--- src/rtl/spinup_delay_pkg.sv ---
package spinup_delay_pkg;

  // strobes from control to datapath
  typedef struct packed {
    logic load;   // latch factor x constant into counter
    logic dec;    // step counter down by one
  } delayStrobes_t;

  typedef enum logic {
    ST_IDLE  = 1'b0,
    ST_COUNT = 1'b1
  } delayState_t;

endpackage

--- src/rtl/spinup_delay_datapath.sv ---
module spinup_delay_datapath
  import spinup_delay_pkg::*;
#(
  parameter int CONST_W = 8,
  parameter int RATE_W  = 2,
  parameter logic [(2 << RATE_W)*CONST_W-1:0] CONST_TABLE = '0
) (
  input  logic              clk,
  input  logic              rstN,
  input  logic              cfgWrEn,
  input  logic [7:0]        cfgData,
  input  logic              modeWrEn,
  input  logic [7:0]        modeData,
  input  logic [RATE_W-1:0] rate,
  input  delayStrobes_t     strobes,
  output logic              lastTick
);

  localparam int FACTOR_W  = 4;
  localparam int EFF_W     = 8;               // holds 1..128
  localparam int CNT_W     = CONST_W + EFF_W;
  localparam int N_ENTRIES = 2 << RATE_W;
  localparam int IDX_W     = RATE_W + 1;

  logic [FACTOR_W-1:0] factorReg;
  logic                modeBit;
  logic [EFF_W-1:0]    effFactor;
  logic [CONST_W-1:0]  constArr [N_ENTRIES];
  logic [CONST_W-1:0]  constSel;
  logic [IDX_W-1:0]    tableIdx;
  logic [CNT_W-1:0]    product;
  logic [CNT_W-1:0]    countReg;

  // configuration registers
  always_ff @(posedge clk or negedge rstN) begin
    if (!rstN) begin
      factorReg <= '0;
      modeBit   <= 1'b0;
    end else begin
      if (cfgWrEn)  factorReg <= cfgData[FACTOR_W-1:0];
      if (modeWrEn) modeBit   <= modeData[7];
    end
  end

  // unpack constant table
  for (genvar i = 0; i < N_ENTRIES; i++) begin : g_const
    assign constArr[i] = CONST_TABLE[i*CONST_W +: CONST_W];
  end

  assign tableIdx  = {modeBit, rate};
  assign constSel  = constArr[tableIdx];
  assign effFactor = (factorReg == '0) ? EFF_W'(128) : EFF_W'(factorReg);
  assign product   = CNT_W'(effFactor) * CNT_W'(constSel);

  // down-counter
  always_ff @(posedge clk or negedge rstN) begin
    if (!rstN) begin
      countReg <= '0;
    end else if (strobes.load) begin
      countReg <= product;
    end else if (strobes.dec && countReg != '0) begin
      countReg <= countReg - CNT_W'(1);
    end
  end

  assign lastTick = (countReg <= CNT_W'(1));

endmodule

--- src/rtl/spinup_delay_ctrl.sv ---
module spinup_delay_ctrl
  import spinup_delay_pkg::*;
(
  input  logic          clk,
  input  logic          rstN,
  input  logic          start,
  input  logic          tick,
  input  logic          lastTick,
  output delayStrobes_t strobes,
  output logic          busy,
  output logic          done
);

  delayState_t state, stateNext;
  logic        expire;

  // a start always wins over a terminal tick in the same cycle
  assign expire = (state == ST_COUNT) && tick && lastTick && !start;

  always_comb begin
    strobes.load = start;
    strobes.dec  = (state == ST_COUNT) && tick && !start;
    stateNext    = state;
    if (start)       stateNext = ST_COUNT;
    else if (expire) stateNext = ST_IDLE;
  end

  always_ff @(posedge clk or negedge rstN) begin
    if (!rstN) begin
      state <= ST_IDLE;
      done  <= 1'b0;
    end else begin
      state <= stateNext;
      done  <= expire;
    end
  end

  assign busy = (state == ST_COUNT);

endmodule

--- src/rtl/spinup_delay_timer.sv ---
module spinup_delay_timer
  import spinup_delay_pkg::*;
#(
  parameter int CONST_W = 8,
  parameter int RATE_W  = 2,
  // entry {mode,rate}: mode0 = 3,5,7,9  mode1 = 2,4,6,8
  parameter logic [(2 << RATE_W)*CONST_W-1:0] CONST_TABLE =
    {8'd8, 8'd6, 8'd4, 8'd2, 8'd9, 8'd7, 8'd5, 8'd3}
) (
  input  logic              clk,
  input  logic              rstN,
  input  logic              cfgWrEn,
  input  logic [7:0]        cfgData,
  input  logic              modeWrEn,
  input  logic [7:0]        modeData,
  input  logic [RATE_W-1:0] rate,
  input  logic              tick,
  input  logic              start,
  output logic              busy,
  output logic              done
);

  delayStrobes_t strobes;
  logic          lastTick;

  spinup_delay_ctrl u_ctrl (
    .clk      (clk),
    .rstN     (rstN),
    .start    (start),
    .tick     (tick),
    .lastTick (lastTick),
    .strobes  (strobes),
    .busy     (busy),
    .done     (done)
  );

  spinup_delay_datapath #(
    .CONST_W     (CONST_W),
    .RATE_W      (RATE_W),
    .CONST_TABLE (CONST_TABLE)
  ) u_dp (
    .clk      (clk),
    .rstN     (rstN),
    .cfgWrEn  (cfgWrEn),
    .cfgData  (cfgData),
    .modeWrEn (modeWrEn),
    .modeData (modeData),
    .rate     (rate),
    .strobes  (strobes),
    .lastTick (lastTick)
  );

endmodule

--- config.mk ---
export PLATFORM = sky130hd
export DESIGN_NAME = spinup_delay_timer
export DESIGN_NICKNAME = d
export VERILOG_FILES = /design/src/rtl/spinup_delay_pkg.sv /design/src/rtl/spinup_delay_datapath.sv /design/src/rtl/spinup_delay_ctrl.sv /design/src/rtl/spinup_delay_timer.sv
export SDC_FILE = /design/constraint.sdc
export NUM_CORES = 1
export LEC_CHECK = 0
export BUFFER_PORTS_ARGS = -buffer_cell sky130_fd_sc_hd__buf_2
export CORE_MARGIN = 4
export CORE_UTILIZATION = 55
export CTS_CLUSTER_DIAMETER = 150
export DETAILED_ROUTE_END_ITERATION = 12
export PLACE_DENSITY = 0.76
export SYNTH_ARGS = -nofsm -noshare
export SYNTH_HDL_FRONTEND = slang
export SYNTH_HIERARCHICAL = 1
export SYNTH_SLANG_ARGS = --single-unit
export TNS_END_PERCENT = 10
--- constraint.sdc ---
create_clock -name clk -period 4.2 [get_ports clk]
set_input_delay 0.63 -clock clk [delete_from_list [all_inputs] [get_ports clk]]
set_output_delay 0.63 -clock clk [all_outputs]
set_load 0.02 [all_outputs]
==> reports/results.tsv, run 1 <==
stage	metric	value	unit
setup_path	reg2reg setup slack	770	ps
die	Die W	67.44	um
timing	final setup violation count	0	
synth	number of flops mapped to enable cells by yosys	0	
die	I/O pins	26	
placement	pre-CTS setup slack	90.90	ps
die	row count	21	
timing	Tightest Pin Transition	523.4	ps
setup_path	worst setup path end	u_dp/countReg[9]	
timing	Final period util	88.94	%
finish	share of layout cells above drive strength 1	14.75	%
route	Via-to-Cell Ratio	5.502	
synth	ys flop type	dfrtp_1	
route	via count	1447	
pwr	Pwr Density	319.4	nW/um^2
synth	Seq cells post-synth	23	
timing	setup TNS	0	ps
synth	Avg Cell Area, Syn	9.619	um^2
cts	CTS Root Cell	clkbuf_4	
setup_path	Setup crit start	rate[0]	
setup_path	critical path data arrival time	3920	ps
timing	max-slew violation count	0	
setup_path	Worst Path Required	4380	ps
setup_path	R2R depth	13	
cts	clock sinks	23	
cts	Clock Tree Buf Depth	2	
finish	fill cell count	314	
synth	Ys Warns	6	
timing	Tmin final	3735	ps
finish	Multi-input gate area	1292	um^2
finish	Layout Nets	270	
setup_path	startpoint types	input pin	
global_route	vias in the first global route	1452	
synth	sequential-to-total area share from yosys stat	29.62	%
timing	final worst slack	464.6	ps
die	Die Y-Extent	67.44	um
synth	Distinct cells, synth	44	
timing	RSZ-0062 raised after global routing	false	
placement	placed standard-cell area	2056	um^2
cts	hold buffers post-CTS	0	
setup_path	CP Class	input pin to register	
synth	Mapped Nets	254	
global_route	first-pass GRT wire length	6292	um
placement	RD Place Congestion	0.8505	
route	Initial DRT Pass Iterations	4	
route	Initial DRC Count	95	
route	post-route ant nets	0	
cts	clock transition at the registers of the reported paths	120	ps
route	drt total wl	3539	um
cts	setup bufs post-CTS	0	
cts	Clk Latency, worst-skew pair	300	ps
synth	Async S/R FF share, synth	100.0	%
cts	CTS tree	built	
die	initial core utilization	57.78	%
cts	Gates resized, CTS repair	0	
placement	Post-DP HPWL	2840	um
run	max-cap viol count	0	
setup_path	CP max FO	6	
global_route	GRT overflow	0	
finish	ANT cells	0	
timing	Max Clock Freq	267.7	MHz
global_route	largest net degree at the start of global routing	30	
global_route	initial antenna violation count	0	
die	full die area	4548	um^2
finish	Reg area	575.6	um^2
finish	Post-Layout Inst Area	2082	um^2
cts	CTS Buf Count	3	
die	core area	3363	um^2
route	DRC Markers	0	
timing	Max-slew headroom	65.11	%
route	per-cell routed wire length	13.46	um
pwr	Max IR drop VDD	198.1	uV
outcome	status	finished clean	
setup_path	Worst R2R Start	u_dp/factorReg[1]	
setup_path	Worst R2R End	u_dp/countReg[9]	
finish	Non-Filler Instances	263	
timing	clk_skew	2.468	ps
global_route	Total GRT Usage	17.94	%
hold_path	Min-Delay Path Class	input pin to async pin	
pwr	static leakage	0.9844	nW
cts	H-tree depth	1	
synth	Syn Inst Count	202	
timing	final hold vios	0	
placement	Post-Place Cells	259	
synth	Synth Cell Area	1943	um^2
setup_path	endpoint class of the critical path	register	
placement	port buffer count	14	
finish	Area growth syn-to-layout	7.148	%
[through the flow]
step | total power [mW] | utilization [%] | hold slack (ps)
floorplan | 0.5075 | - | 334.4
global placement | 0.5630 | 61.12 | 480.4
detailed placement | 0.5718 | 61.12 | 489.1
CTS | 0.6745 | 61.90 | 270.7
global route | 0.7274 | 61.90 | 284.5
finish | 0.6650 | 61.90 | 272.2
[power breakdown]
part | leakage [nW] | total (mW) | switching, mW | internal [mW]
registers | 0.292 | 0.300 | 0.0459 | 0.254
logic | 0.677 | 0.267 | 0.150 | 0.117
clock network | 0.0150 | 0.0986 | 0.0616 | 0.0370
total | 0.984 | 0.665 | 0.257 | 0.408
[registers in the layout, indices dropped and copies added (netlist names)]
name and count:
u_dp/modeBit 1, u_ctrl/busy 1, u_dp/countReg 16, u_dp/factorReg 4, u_ctrl/done 1
[layout by cell type (no fill, tap or decap), types with 3 or more instances in the layout]
cell	synthesis	final
o21ai_0	3	3
and3_1	3	3
nand3_1	5	5
fa_1	4	4
mux2_2	5	5
nor2_1	11	11
and2_1	10	10
a21oi_1	6	6
mux2i_1	3	3
inv_1	12	12
xnor2_1	12	12
ha_1	24	24
xor2_1	5	5
dfrtp_1	23	23
buf_2	0	14
nand2_1	14	14
a211oi_1	4	4
o21ai_1	7	7
clkbuf_4	0	3
a21o_1	3	3
nor2b_1	8	8
nor3_1	7	7
[worst min-delay path by stage]
| stage | slack (ps) | endpoint |
|---|---|---|
| 2_1_floorplan | 330 | u_ctrl/busy |
| 3_3_place_gp | 480 | u_ctrl/busy |
| 3_5_place_dp | 490 | u_ctrl/busy |
| 4_1_cts | 270 | u_dp/countReg[3] |
| 5_1_grt | 280 | u_dp/countReg[5] |
| 6_report | 270 | u_dp/countReg[3] |
[critical path, stage by stage]
cell and delay (ps):
buf_2 140, ha_1 300, and2_1 160, ha_1 200
ha_1 290, ha_1 280, inv_1 50, fa_1 530
inv_1 70, fa_1 440, a211oi_1 250, o21bai_1 110
a21oi_1 230, xnor2_1 150, mux2i_1 80
[logic make-up (layout without fill, tap and decap cells)]
logic type                 Yosys count  count (layout)  synth area share (%)
DFF                                 23              23                 29.62
AOI/OAI and AO/OA                   37              37                 13.26
xor gates and xnor gates            17              17                 7.662
muxes                                9               9                 5.022
buffers and inverters               17              32                 3.863
adders and majority gates           28              28                 19.58
and+or+nand+nor                     71              71                 20.99
[synthesized netlist by cell type, drive strengths merged, types with 4 or more instances]
library cell | number | area [um^2]
a211oi | 4 | 30.03
and2 | 10 | 62.56
nor4 | 4 | 52.55
dfrtp | 23 | 575.6
ha | 24 | 300.3
nand2 | 14 | 52.55
nor3 | 7 | 35.03
inv | 12 | 45.04
nor2b | 8 | 50.05
xnor2 | 12 | 105.1
fa | 4 | 80.08
a21oi | 6 | 30.03
mux2 | 6 | 67.56
o21ai | 10 | 50.04
nand3 | 6 | 35.03
xor2 | 5 | 43.79
nor2 | 11 | 41.29
[metal layers]
| layer | wire, um | global-route usage, % | up-vias |
|---|---|---|---|
| met5 | 0 | 0 | - |
| met4 | 29 | 4.810 | 0 |
| met3 | 73 | 3.494 | 4 |
| met2 | 1685 | 30.06 | 16 |
| met1 | 1750 | 23.57 | 684 |
| li1 | - | - | 743 |
[layout make-up]
cell class / instances / area share [%]
multi-input cells: 162 / 62.08
flip-flops and latches: 23 / 27.64
repair buffers: 16 / 4.087
well taps: 46 / 2.764
inverters: 12 / 2.163
clock buffers: 4 / 1.262
Power figures use the tool's default switching activity.
==> run 2, diff against run 1 <==
--- a/config.mk
+++ b/config.mk
@@ -5,12 +5,12 @@
 export SDC_FILE = /design/constraint.sdc
 export NUM_CORES = 1
 export LEC_CHECK = 0
-export BUFFER_PORTS_ARGS = -buffer_cell sky130_fd_sc_hd__buf_2
+export BUFFER_PORTS_ARGS = -buffer_cell sky130_fd_sc_hd__clkbuf_2
 export CORE_MARGIN = 4
-export CORE_UTILIZATION = 55
+export CORE_UTILIZATION = 49
 export CTS_CLUSTER_DIAMETER = 150
 export DETAILED_ROUTE_END_ITERATION = 12
-export PLACE_DENSITY = 0.76
+export PLACE_DENSITY = 0.7
 export SYNTH_ARGS = -nofsm -noshare
 export SYNTH_HDL_FRONTEND = slang
 export SYNTH_HIERARCHICAL = 1
==> run 2 against run 1 <==
Against the previous run:
- maximum frequency decreased by 0.18%
- cell count up 1.5%
- flip-flop and latch count did not move
- design area grew 1.7%
- utilization decreased by 5.3 points
- largest cell class unchanged
- first-iteration DRC count down 20%
- highest routed layer unchanged
- global-route usage fell by 2.5 points
- clock power increased by 35%
- routed wire length rose by 1.6%
- register-to-register slack hardly changed
- sequential power about the same
==> reports/results.tsv, run 2 (same netlist as run 1, synthesis figures left out) <==
stage	metric	value	unit
finish	Post-Layout Inst Area	2118	um^2
global_route	first-pass GRT wire length	6465	um
route	via count	1443	
global_route	GRT overflow	0	
cts	Clk Latency, worst-skew pair	260	ps
placement	Post-DP HPWL	2903	um
placement	port buffer count	14	
finish	most frequent cells in the layout	24 x ha_1, 23 x dfrtp_1, 14 x clkbuf_2, 14 x nand2_1	
finish	Layout Nets	272	
cts	clock sinks	23	
setup_path	CP max FO	2	
timing	Tightest Pin Transition	597.9	ps
setup_path	CP Class	input pin to register	
pwr	static leakage	1.005	nW
cts	CTS Root Cell	clkbuf_8	
timing	max-slew violation count	0	
cts	CTS tree	built	
route	DRC Markers	0	
cts	Gates resized, CTS repair	0	
cts	clock transition at the registers of the reported paths	80	ps
finish	fill cell count	356	
cts	hold buffers post-CTS	0	
die	initial core utilization	51.91	%
placement	pre-CTS setup slack	104.8	ps
setup_path	reg2reg setup slack	770	ps
setup_path	Worst R2R Start	u_dp/factorReg[1]	
setup_path	Worst R2R End	u_dp/countReg[9]	
finish	Regs by FF count	u_dp/countReg: 16 flops, u_dp/factorReg: 4 flops	
placement	RD Place Congestion	0.8204	
route	Initial DRT Pass Iterations	4	
global_route	Total GRT Usage	15.43	%
setup_path	startpoint types	input pin	
finish	Top reg by flops	u_dp/countReg	
hold_path	Min-Delay Path Class	input pin to async pin	
die	row count	22	
setup_path	critical path data arrival time	3860	ps
cts	CTS Buf Count	3	
pwr	Max IR drop VDD	152.4	uV
outcome	status	finished clean	
timing	final hold vios	0	
global_route	largest net degree at the start of global routing	30	
die	core area	3744	um^2
finish	Largest register FFs	16	
finish	commonest non-fill, non-tap cell in the layout	ha_1	
run	max-cap viol count	0	
route	post-route ant nets	0	
setup_path	Worst Path Required	4320	ps
route	drt total wl	3597	um
timing	final setup violation count	0	
die	Die W	70.97	um
global_route	initial antenna violation count	0	
timing	Tmin final	3742	ps
timing	Max-slew headroom	60.14	%
timing	Max Clock Freq	267.2	MHz
finish	share of layout cells above drive strength 1	15.53	%
timing	clk_skew	10.50	ps
timing	setup TNS	0	ps
global_route	vias in the first global route	1459	
timing	RSZ-0062 raised after global routing	false	
die	I/O pins	26	
route	Initial DRC Count	76	
timing	Final period util	89.10	%
route	Via-to-Cell Ratio	5.404	
pwr	Pwr Density	331.1	nW/um^2
cts	Clock Tree Buf Depth	2	
setup_path	endpoint class of the critical path	register	
finish	ANT cells	0	
timing	final worst slack	457.8	ps
placement	placed standard-cell area	2073	um^2
cts	setup bufs post-CTS	0	
cts	H-tree depth	1	
route	per-cell routed wire length	13.47	um
setup_path	Setup crit start	rate[0]	
die	Die Y-Extent	70.97	um
die	full die area	5037	um^2
setup_path	worst setup path end	u_dp/countReg[9]	
finish	Area growth syn-to-layout	9.015	%
setup_path	R2R depth	13	
-- run 2: how the worst min path moves through the flow --
stage                         to  slack (ps)
2_1_floorplan        u_ctrl/busy         330
3_3_place_gp         u_ctrl/busy         490
3_5_place_dp   u_dp/countReg[12]         540
4_1_cts         u_dp/countReg[4]         360
5_1_grt         u_dp/countReg[4]         380
6_report        u_dp/countReg[6]         340
-- run 2: layout make-up --
class | count | area, um^2 | area share [%]
Clock buffer | 4 | 45.04 | 2.126
Inverter | 12 | 45.04 | 2.126
Multi-Input combinational cell | 162 | 1292 | 61.02
Sequential cell | 23 | 575.6 | 27.17
Tap cell | 48 | 60.06 | 2.835
Timing Repair Buffer | 18 | 100.1 | 4.725
-- run 2: where the power goes --
group / internal (mW) / switching [mW]
combinational: 0.119 / 0.151
clock: 0.0675 / 0.0654
sequential: 0.254 / 0.0449
-- run 2: metrics by stage --
step	power (mW)	cells	util, %	hold WS, ps
after floorplan	0.5075	202	-	334.4
after global placement	0.5661	263	55.38	487.8
after detailed placement	0.5716	263	55.38	536.5
after CTS	0.7086	267	56.58	362.7
after global routing	0.7619	267	56.58	384.2
final	0.7014	267	56.58	342.7
-- run 2: metal layers --
layer	routed length (um)	GRT usage, %
met5	0	0
met4	6	1.253
met3	109	2.983
met2	1755	26.98
met1	1725	20.60
-- run 2: worst max-delay path: stages --
cell,delay (ps)
clkbuf_2,90
ha_1,300
and2_1,160
ha_1,200
ha_1,300
ha_1,270
inv_1,50
fa_1,540
inv_1,70
fa_1,430
a211oi_1,250
o21bai_1,110
a21oi_1,230
xnor2_1,140
mux2i_1,80
